File: config.mk
export PLATFORM = sky130hd
export DESIGN_NAME = gfxContentionWait
export DESIGN_NICKNAME = d
export VERILOG_FILES = /design/src/rtl/gfx_wait_pkg.sv /design/src/rtl/gfx_wait_sync.sv /design/src/rtl/gfx_wait_datapath.sv /design/src/rtl/gfx_wait_control.sv /design/src/rtl/gfxContentionWait.sv
export SDC_FILE = /design/constraint.sdc
export NUM_CORES = 1
export LEC_CHECK = 0
export BUFFER_PORTS_ARGS = -buffer_cell sky130_fd_sc_hd__clkbuf_2
export CORE_AREA = 2 2 39 41
export DETAILED_ROUTE_END_ITERATION = 10
export DIE_AREA = 0 0 41 43
export PLACE_DENSITY = 0.77
export SLEW_MARGIN = 40
export SYNTH_ARGS = -nofsm -noshare
export SYNTH_HDL_FRONTEND = slang
export SYNTH_SLANG_ARGS = --single-unit
File: constraint.sdc
create_clock -name clk -period 2.2 [get_ports clk]
set_clock_uncertainty 0.2 [all_clocks]
set_input_delay 0.11 -clock clk [delete_from_list [all_inputs] [get_ports clk]]
set_output_delay 0.11 -clock clk [all_outputs]
set_load 0.05 [all_outputs]
File: src/rtl/gfx_wait_pkg.sv
package gfx_wait_pkg;
  localparam int GRAM_EN_BIT = 0;
  localparam int CG_EN_BIT   = 7;
  localparam int VB_BIT      = 6;
  localparam int HB_BIT      = 5;

  typedef struct packed {
    logic pageWr;
    logic pageRd;
  } vwStrobes_t;
endpackage

File: src/rtl/gfx_wait_sync.sv
module gfx_wait_sync #(
  parameter int WIDTH  = 2,
  parameter int STAGES = 2
) (
  input  logic             clk,
  input  logic             rstN,
  input  logic [WIDTH-1:0] asyncIn,
  output logic [WIDTH-1:0] syncOut
);
  logic [WIDTH-1:0] stage [STAGES];

  generate
    for (genvar s = 0; s < STAGES; s++) begin : g_stage
      if (s == 0) begin : g_first
        always_ff @(posedge clk) begin
          if (!rstN) stage[s] <= '0;
          else       stage[s] <= asyncIn;
        end
      end else begin : g_next
        always_ff @(posedge clk) begin
          if (!rstN) stage[s] <= '0;
          else       stage[s] <= stage[s-1];
        end
      end
    end
  endgenerate

  assign syncOut = stage[STAGES-1];
endmodule

File: src/rtl/gfx_wait_datapath.sv
module gfx_wait_datapath
  import gfx_wait_pkg::*;
#(
  parameter int DATA_W      = 8,
  parameter int SYNC_STAGES = 2
) (
  input  logic              clk,
  input  logic              rstN,
  input  vwStrobes_t        strobes,
  input  logic [DATA_W-1:0] wrData,
  input  logic              hblankIn,
  input  logic              vblankIn,
  output logic              gramEn,
  output logic              cgEn,
  output logic [DATA_W-1:0] rdData
);
  logic [DATA_W-1:0] pageReg;
  logic [1:0]        blankSync;

  always_ff @(posedge clk) begin
    if (!rstN)               pageReg <= '0;
    else if (strobes.pageWr) pageReg <= wrData;
  end

  gfx_wait_sync #(.WIDTH(2), .STAGES(SYNC_STAGES)) i_sync (
    .clk    (clk),
    .rstN   (rstN),
    .asyncIn({vblankIn, hblankIn}),
    .syncOut(blankSync)
  );

  assign gramEn = pageReg[GRAM_EN_BIT];
  assign cgEn   = pageReg[CG_EN_BIT];

  always_comb begin
    rdData = '0;
    if (strobes.pageRd) begin
      rdData[CG_EN_BIT] = cgEn;
      rdData[VB_BIT]    = blankSync[1];
      rdData[HB_BIT]    = blankSync[0];
    end
  end

  // without a write strobe the page register holds its value
  p_page_hold_r9: assert property (@(posedge clk) disable iff (!rstN)
    !strobes.pageWr |=> $stable(pageReg));

  // a write lands in the enables on the next cycle
  p_page_write_r3: assert property (@(posedge clk) disable iff (!rstN)
    strobes.pageWr |=> (cgEn == $past(wrData[CG_EN_BIT])) &&
                       (gramEn == $past(wrData[GRAM_EN_BIT])));
endmodule

File: src/rtl/gfx_wait_control.sv
module gfx_wait_control
  import gfx_wait_pkg::*;
#(
  parameter int          ADDR_W    = 16,
  parameter logic [7:0]  PAGE_PORT = 8'hFD
) (
  input  logic              clk,
  input  logic              rstN,
  input  logic [ADDR_W-1:0] addr,
  input  logic              ioWr,
  input  logic              ioRd,
  input  logic              memReq,
  input  logic              fetchActive,
  input  logic              gramEn,
  input  logic              cgEn,
  output vwStrobes_t        strobes,
  output logic              waitN,
  output logic              gramSel,
  output logic              cgSel,
  output logic              accessGo
);
  logic portHit;
  logic inGramWin;
  logic inCgWin;
  logic doneFlag;

  assign portHit   = (addr[7:0] == PAGE_PORT);
  assign inGramWin = (addr[ADDR_W-1 -: 2] == 2'b11);
  assign inCgWin   = (addr[ADDR_W-1 -: 4] == 4'hD);

  always_comb begin
    strobes.pageWr = ioWr & portHit;
    strobes.pageRd = ioRd & portHit;
  end

  assign cgSel    = memReq & cgEn & inCgWin;
  assign gramSel  = memReq & gramEn & inGramWin & ~cgSel;
  assign waitN    = ~(gramSel & fetchActive & ~doneFlag);
  assign accessGo = gramSel & ~fetchActive & ~doneFlag;

  always_ff @(posedge clk) begin
    if (!rstN)         doneFlag <= 1'b0;
    else if (!memReq)  doneFlag <= 1'b0;
    else if (accessGo) doneFlag <= 1'b1;
  end

  // the access slot is never granted while the fetch owns memory
  p_go_outside_fetch_r7: assert property (@(posedge clk) disable iff (!rstN)
    accessGo |-> !fetchActive && waitN);

  // one slot per held request
  p_single_go_r7: assert property (@(posedge clk) disable iff (!rstN)
    accessGo && memReq |=> !accessGo);

  // addresses below the graphics window never stall
  p_no_wait_outside_r8: assert property (@(posedge clk) disable iff (!rstN)
    (addr[ADDR_W-1 -: 2] != 2'b11) |-> waitN && !gramSel);

  // the stall never outlives the fetch strobe
  p_wait_bounded_r6: assert property (@(posedge clk) disable iff (!rstN)
    !waitN |-> fetchActive);

  // the two windows are never selected together
  p_window_excl_r3: assert property (@(posedge clk) disable iff (!rstN)
    $onehot0({gramSel, cgSel}));
endmodule

File: src/rtl/gfxContentionWait.sv
module gfxContentionWait
  import gfx_wait_pkg::*;
#(
  parameter int         ADDR_W      = 16,
  parameter int         DATA_W      = 8,
  parameter int         SYNC_STAGES = 2,
  parameter logic [7:0] PAGE_PORT   = 8'hFD
) (
  input  logic              clk,
  input  logic              rstN,
  input  logic [ADDR_W-1:0] addr,
  input  logic [DATA_W-1:0] wrData,
  input  logic              ioWr,
  input  logic              ioRd,
  input  logic              memReq,
  input  logic              fetchActive,
  input  logic              hblankIn,
  input  logic              vblankIn,
  output logic              waitN,
  output logic              gramSel,
  output logic              cgSel,
  output logic              accessGo,
  output logic [DATA_W-1:0] rdData
);
  vwStrobes_t strobes;
  logic       gramEn;
  logic       cgEn;

  gfx_wait_control #(.ADDR_W(ADDR_W), .PAGE_PORT(PAGE_PORT)) i_ctrl (
    .clk        (clk),
    .rstN       (rstN),
    .addr       (addr),
    .ioWr       (ioWr),
    .ioRd       (ioRd),
    .memReq     (memReq),
    .fetchActive(fetchActive),
    .gramEn     (gramEn),
    .cgEn       (cgEn),
    .strobes    (strobes),
    .waitN      (waitN),
    .gramSel    (gramSel),
    .cgSel      (cgSel),
    .accessGo   (accessGo)
  );

  gfx_wait_datapath #(.DATA_W(DATA_W), .SYNC_STAGES(SYNC_STAGES)) i_dp (
    .clk     (clk),
    .rstN    (rstN),
    .strobes (strobes),
    .wrData  (wrData),
    .hblankIn(hblankIn),
    .vblankIn(vblankIn),
    .gramEn  (gramEn),
    .cgEn    (cgEn),
    .rdData  (rdData)
  );
endmodule

After elaboration in Yosys (flattened, before gate mapping)
Memories as Yosys holds them, arrays and structs flattened.
Index checks and enable logic that the tools add are counted.
- memories: 1
- flip-flop bits (word level): 9
- word-level logic and storage cells: 29
- bits in read-only memories: 0
- output and inout port bits: 12
- RAM bits: 4
- latch bits: 0
- bits of input ports: 32
- magnitude comparators: 0
- reduce and logical (&&, ||, !) cells: 1
- multipliers: 0
- equal/unequal tests: 3
- add/subtract/negate cells: 0
- mux-type cells: 5
- shift operators: 0
- divide/modulo/power cells: 0
- bitwise gates (word level): 17
- memories (memory ; words ; width ; rd ports ; clocked after Yosys merged registers in ; wr ports ; line ; text):
    i_dp.i_sync.stage ; 2 ; 2 ; 2 ; 0 ; 2 ; gfx_wait_sync.sv:10 ; logic [WIDTH-1:0] stage [STAGES];
- operators with widths (kind ; number):
    $and A1 B1 Y1 ; 11
    $eq A8 B8 Y1 const B ; 1
    $eq A4 B4 Y1 const B ; 1
    $mux W2 ; 2
    $not A1 Y1 ; 4
    $mux W3 ; 1
    $eq A2 B2 Y1 const B ; 1
    $mux W1 ; 2
    $or A1 B1 Y1 ; 2
    $reduce_and A2 Y1 ; 1

Logic depth before layout (Yosys ltp)
Gate-level depths: netlist (run 1).
- depth in word-level cells: 7
- depth in mapped cells: 4
- gate-level depth less buffers: 4

Modules after synthesis
Synthesis (run 1) repeated with hierarchy kept, for this count alone.
- cells, all modules: 39
- area total of the unflattened synthesis: 351.6 µm²
- modules (own cells, without submodules) (module ; sequential area each (µm²) ; cells each ; instances ; area each (µm²)):
    gfx_wait_datapath ; 40.0 ; 15 ; 1 ; 132.6
    gfx_wait_control ; 20.0 ; 16 ; 1 ; 113.9
    gfx_wait_sync ; 80.1 ; 8 ; 1 ; 105.1

Worst setup path before layout (run 1)
Ideal clock, no wire load.
- kind: register to output
- start: register i_dp.pageReg[7]
- end: output port accessGo
- data arrival time: 1560 ps
- slack: 330 ps
- path buffers: 0
- cell stages (with the launch flop): 4
- required time: 1890 ps
- path through: dfxtp_1 nand3b_1 nand3_2 nor3_1
- longest elaborated chain between the ends: 6
- RTL lines (item ; line ; text):
    start: declaration ; gfx_wait_datapath.sv:17 ; logic [DATA_W-1:0] pageReg;
    start signal: assignment ; gfx_wait_datapath.sv:22 ; else if (strobes.pageWr) pageReg <= wrData;
    $and A1 B1 Y1 (2 in a row) ; gfx_wait_control.sv:36 ; assign cgSel = memReq & cgEn & inCgWin;
    $not A1 Y1 ; gfx_wait_control.sv:37 ; assign gramSel = memReq & gramEn & inGramWin & ~cgSel;
    $and A1 B1 Y1 ; gfx_wait_control.sv:37 ;
    $and A1 B1 Y1 (2 in a row) ; gfx_wait_control.sv:39 ; assign accessGo = gramSel & ~fetchActive & ~doneFlag;
    end: declaration ; gfxContentionWait.sv:22 ; output logic accessGo,
No other way between the ends.

==> qor.csv, run 1 <==
metric;value;unit
portBuffers;28;
diodes;0;
dp_hpwl;702;um
cp-end-kind;register;
ys_ff_latch;7;
hold_class;input pin to register;
cp_num_cells;6;
cts_buffers;3;
crit_type;input pin to register;
dieHeight;43;um
place_congestion;0.552;
finalCritPeriodShare;0.967;
yosys_most_used_dff;dfxtp_1;
cpPeakStageDelay;0.58;ns
final_util;0.463;
coreArea;0.00138;mm2
crit_buf_inv;4;
startpoint_type;input pin;
hold_depth;4;
netlist_top_cells_area;dfxtp_1 (36%), and2_1 (11%), buf_4 (9.7%), nand4b_4 (6.2%), mux2i_1 (5.2%);
grt_pass1_wl;1380;um
synthArstFlopShare;0;
grt_usage;0.124;
grt_max_degree;11;
ir_worst_vdd;0.151;mV
synth_mux_area_frac;0.0519;
critical_path_arrival;2.12;ns
synthCells;43;
min_period;2.13;ns
final_cell_area;641;um2
first_iter_violations;2;
status;finished clean;
fmax;0.470;GHz
clk_pin_slew;0.05;ns
antenna_found_initial;0;
regToRegEndpoint;i_ctrl.doneFlag;
initial_utilization;0.278;
holdWs;0.0116;ns
synth_top_cell_by_area;dfxtp_1;
cts.htree.levels;1;
dieArea;0.00176;mm2
wl;930;um
cts-root-buf;clkbuf_4;
path_common_cell;dlygate4sd3_1;
setup_tns;0;ns
cp_max_fo;10;
final_layout_size_suffix_gt1_frac;0.427;
synthAdderAreaFrac;0;
ys_warn_count;0;
synth_simple_gate_area_frac;0.403;
synth_top_family_by_area;simple AND/OR/NAND/NOR gates;
netlist.area_leader.share;0.364;
netlist_area;385;um2
tritoncts;done;
nNetsFinal;115;
multi_input_area;206;um2
rrSetupSlack;0.58;ns
place_area;518;um2
setup_viol;0;
reg2reg_depth;4;
dr_total_vias;407;
rows;14;
clk_latency;0.25;ns
synth_area_per_cell;8.96;um2
slew_viol_final;0;
vias_per_cell;4.15;
drt-wirelength-per-cell;9.49;um
clock-sinks;7;
dieWidth;41;um
grt_pass1_vias;397;
cp_top_family;buffers and inverters;
synth_compound_area_frac;0.0325;
layout.area.seq;140;um2
clock_tree.buffer_depth;2;
detail-route-antenna-nets;0;
synth_edf_count;0;
rsz0062_at_grt;false;
min-delay-start;ioWr;
syn2layout_area_growth;66.2;%
r2r_start;i_dp.pageReg[7];
fill_cells;148;
drv_cap;0;
ys_top_cells_by_count;and2_1 (7), dfxtp_1 (7), buf_4 (5), nand2_1 (5), inv_1 (3);
io-pin-count;44;
drc;0;
crit_start;rstN;
synth_cell_types;18;
hold_violations;0;
crit_end;i_dp.pageReg[7];
worstPathCellList;dlygate4sd3_1 -> buf_6 -> nand2_1 -> dlygate4sd3_1 -> mux2i_1 -> dlygate4sd3_1;
synth-xor-area-share;0;
grt.overflow.total;0;
post_cts_buffers;0;
cellLeakagePower;0.333;nW
drt_first_pass_iters;3;
worst_ep_required_time;2.19;ns
cp_slowest_cell;dlygate4sd3_1;
powerDensity;478;mW/mm2
yosysSeqAreaShare;0.364;
[flip-flops by register name, indices dropped and copies added, names as in the netlist]
signal,count
i_dp.pageReg,2
i_ctrl.doneFlag,1
i_dp.i_sync.stage,4
[tightest hold or removal path: stages]
cell and delay (ns):
clkbuf_2 0.08, inv_1 0.06, nor3_2 0.06, mux2i_1 0.11
[placed cells by master (no fill, tap or decap), types with 2 or more instances in the layout]
cell,instances
nor3_1,2
and2_1,7
conb_1,5
mux2i_1,2
clkbuf_4,3
dlygate4sd3_1,9
clkbuf_2,27
inv_1,3
nand2_1,5
dfxtp_1,7
nand3b_1,2
[cell type report]
cell class / instances / area share
repair buffers: 37 / 0.369
flip-flops and latches: 7 / 0.219
clock buffers: 4 / 0.0410
inverters: 3 / 0.0176
multi-input cells: 31 / 0.322
well taps: 16 / 0.0313
[layer usage]
metal / global-route usage / share of wire
met5: 0 / 0
met4: 0.100 / 0.015
met3: 0.0471 / 0.10
met2: 0.231 / 0.58
met1: 0.0812 / 0.30
[where the power goes]
| part | internal, W | switching (W) |
|---|---|---|
| logic | 0.0000274 | 0.0000330 |
| clock network | 0.0000691 | 0.0000458 |
| registers | 0.000130 | 0.000000618 |
[timing repair]
action                     CTS  global route
hold buffers                 9             0
setup endpoints to repair    0             1
gates resized for setup      0             4
hold endpoints to repair     6             0
[kinds of logic (layout without fill, tap and decap cells)]
logic type / count (synthesis) / after routing
AOI/OAI and AO/OA: 1 / 1
buffers and inverters: 9 / 44
DFF: 7 / 7
muxes: 2 / 2
other: 1 / 5
and+or+nand+nor: 23 / 23
[stage by stage]
stage / setup slack, ns / cells / power (W)
finish: 0.0721 / 98 / 0.000306
global route: 0.0188 / 98 / 0.000324
CTS: 0.0982 / 98 / 0.000312
detailed placement: 0.838 / 85 / 0.000183
global placement: 0.877 / 85 / 0.000182
floorplan: 0.330 / 47 / 0.000169
[worst min-delay path by stage]
stage,slack [ns],end
floorplan,0.006,i_ctrl.doneFlag
global placement,0.12,i_dp.i_sync.stage[0][0]
detailed placement,0.13,i_dp.i_sync.stage[0][1]
CTS,0.01,i_dp.pageReg[0]
global route,0.03,i_dp.pageReg[0]
finish,0.01,i_dp.pageReg[0]
Note: power is estimated with default switching activity, not from simulation.
==> run 2: changes to the inputs <==
HOLD_SLACK_MARGIN = 0.1   (was unset)
==> qor.csv, run 2 (synthesis gave the netlist of run 1 again) <==
metric;value;unit;change
place_congestion;0.552;;unchanged
dieWidth;41;um;unchanged
min-delay-start;i_dp.i_sync.stage[0][1];;
grt.overflow.total;0;;unchanged
drt_first_pass_iters;2;;-1
critical_path_arrival;2.13;ns;about the same
cts_buffers;3;;unchanged
dr_total_vias;435;;+6.9%
dieArea;0.00176;mm2;unchanged
grt_pass1_wl;1480;um;+7.5%
worst_ep_required_time;2.20;ns;about the same
dieHeight;43;um;unchanged
portBuffers;28;;unchanged
crit_type;input pin to register;;
nNetsFinal;119;;+3.5%
ir_worst_vdd;0.156;mV;+3.3%
cp-end-kind;register;;
clock-sinks;7;;unchanged
syn2layout_area_growth;75.6;%;
rows;14;;unchanged
setup_tns;0;ns;unchanged
cts.htree.levels;1;;unchanged
fmax;0.468;GHz;-0.32%
powerDensity;461;mW/mm2;-3.6%
hold-path-endpoint;i_dp.i_sync.stage[1][1];;
first_iter_violations;1;;-1
clk_pin_slew;0.05;ns;about the same
largest_reg_flops;4;;unchanged
status;finished clean;;
final_common_cell;clkbuf_2;;
hold_depth;1;;-3
hold_violations;0;;unchanged
cts-root-buf;clkbuf_4;;
dp_hpwl;702;um;unchanged
drt-wirelength-per-cell;9.53;um;+0.42%
wl;972;um;+4.5%
reg.largest.list;i_dp.i_sync.stage (4), i_dp.pageReg (2), i_ctrl.doneFlag (1);;
startpoint_type;input pin;;
grt_max_degree;11;;unchanged
hold_class;register to register;;
rsz0062_at_grt;false;;
detail-route-antenna-nets;0;;unchanged
grt_pass1_vias;413;;+4.0%
holdWs;0.231;ns;+0.219 ns
tritoncts;done;;
mostFrequentLayoutCells;clkbuf_2 (27), dlygate4sd3_1 (13), and2_1 (7), dfxtp_1 (7);;
diodes;0;;unchanged
setup_viol;0;;unchanged
vias_per_cell;4.26;;+2.7%
drv_cap;0;;unchanged
r2r_start;i_dp.pageReg[7];;
io-pin-count;44;;unchanged
cellLeakagePower;0.353;nW;+5.9%
min_period;2.13;ns;+0.00687 ns
slew_viol_final;0;;unchanged
drc;0;;unchanged
antenna_found_initial;0;;unchanged
final_util;0.489;;+0.0262
coreArea;0.00138;mm2;unchanged
finalCritPeriodShare;0.970;;+0.00312
initial_utilization;0.278;;unchanged
regToRegEndpoint;i_ctrl.doneFlag;;
clock_tree.buffer_depth;2;;unchanged
clk_latency;0.25;ns;about the same
cp_max_fo;10;;unchanged
rrSetupSlack;0.58;ns;about the same
top_register;i_dp.i_sync.stage;;
final_layout_size_suffix_gt1_frac;0.407;;-0.0199
grt_usage;0.132;;+0.00819
reg2reg_depth;4;;unchanged
post_cts_buffers;0;;unchanged
## run 2: critical path, stage by stage
cell           delay (ns)
dlygate4sd3_1        0.52
buf_4                0.15
nand2_1              0.05
dlygate4sd3_1        0.55
mux2i_1              0.17
dlygate4sd3_1        0.58
## run 2: stage by stage
stage               cells  total power [W]  setup WS (ns)  instance area, um2
global route          102         0.000330        0.00187                 677
floorplan              47         0.000169          0.330                 400
detailed placement     85         0.000183          0.838                 518
global placement       85         0.000182          0.877                 518
CTS                   102         0.000316         0.0864                 674
finish                102         0.000312         0.0653                 677
## run 2: worst max path at each step
stage	startpoint	end	depth (start not counted)
after CTS	rstN	i_dp.pageReg[0]	6
after global placement	addr[3]	rdData[7]	5
after floorplan	i_dp.pageReg[7]	accessGo	3
after detailed placement	addr[1]	rdData[6]	5
final	rstN	i_dp.pageReg[7]	6
after global routing	rstN	i_dp.pageReg[7]	6
## run 2: power breakdown
group / switching, W / total [W] / internal, W
registers: 0.000000687 / 0.000131 / 0.000130
logic: 0.0000336 / 0.0000639 / 0.0000303
clock network: 0.0000477 / 0.000117 / 0.0000693
total: 0.0000820 / 0.000312 / 0.000230
## run 2: repair_timing
item                       CTS  global route
resized for setup            0             3
hold endpoints to repair     7             0
hold buffers                13             0
setup endpoints to repair    0             2
## run 2: area by class of cell
| class | instances | area (um2) |
|---|---|---|
| Multi-Input combinational cell | 31 | 206 |
| Tap cell | 16 | 20.0 |
| Clock buffer | 4 | 26.3 |
| Inverter | 3 | 11.3 |
| Sequential cell | 7 | 140 |
| Timing Repair Buffer | 41 | 273 |
| Fill cell | 140 | 707 |
## run 2: routing by layer
metal / up-vias / part of all wire / global-route usage
met5: - / 0 / 0
met4: 0 / 0.014 / 0.100
met3: 2 / 0.097 / 0.0471
met2: 21 / 0.57 / 0.244
met1: 197 / 0.31 / 0.0945
li1: 215 / - / -
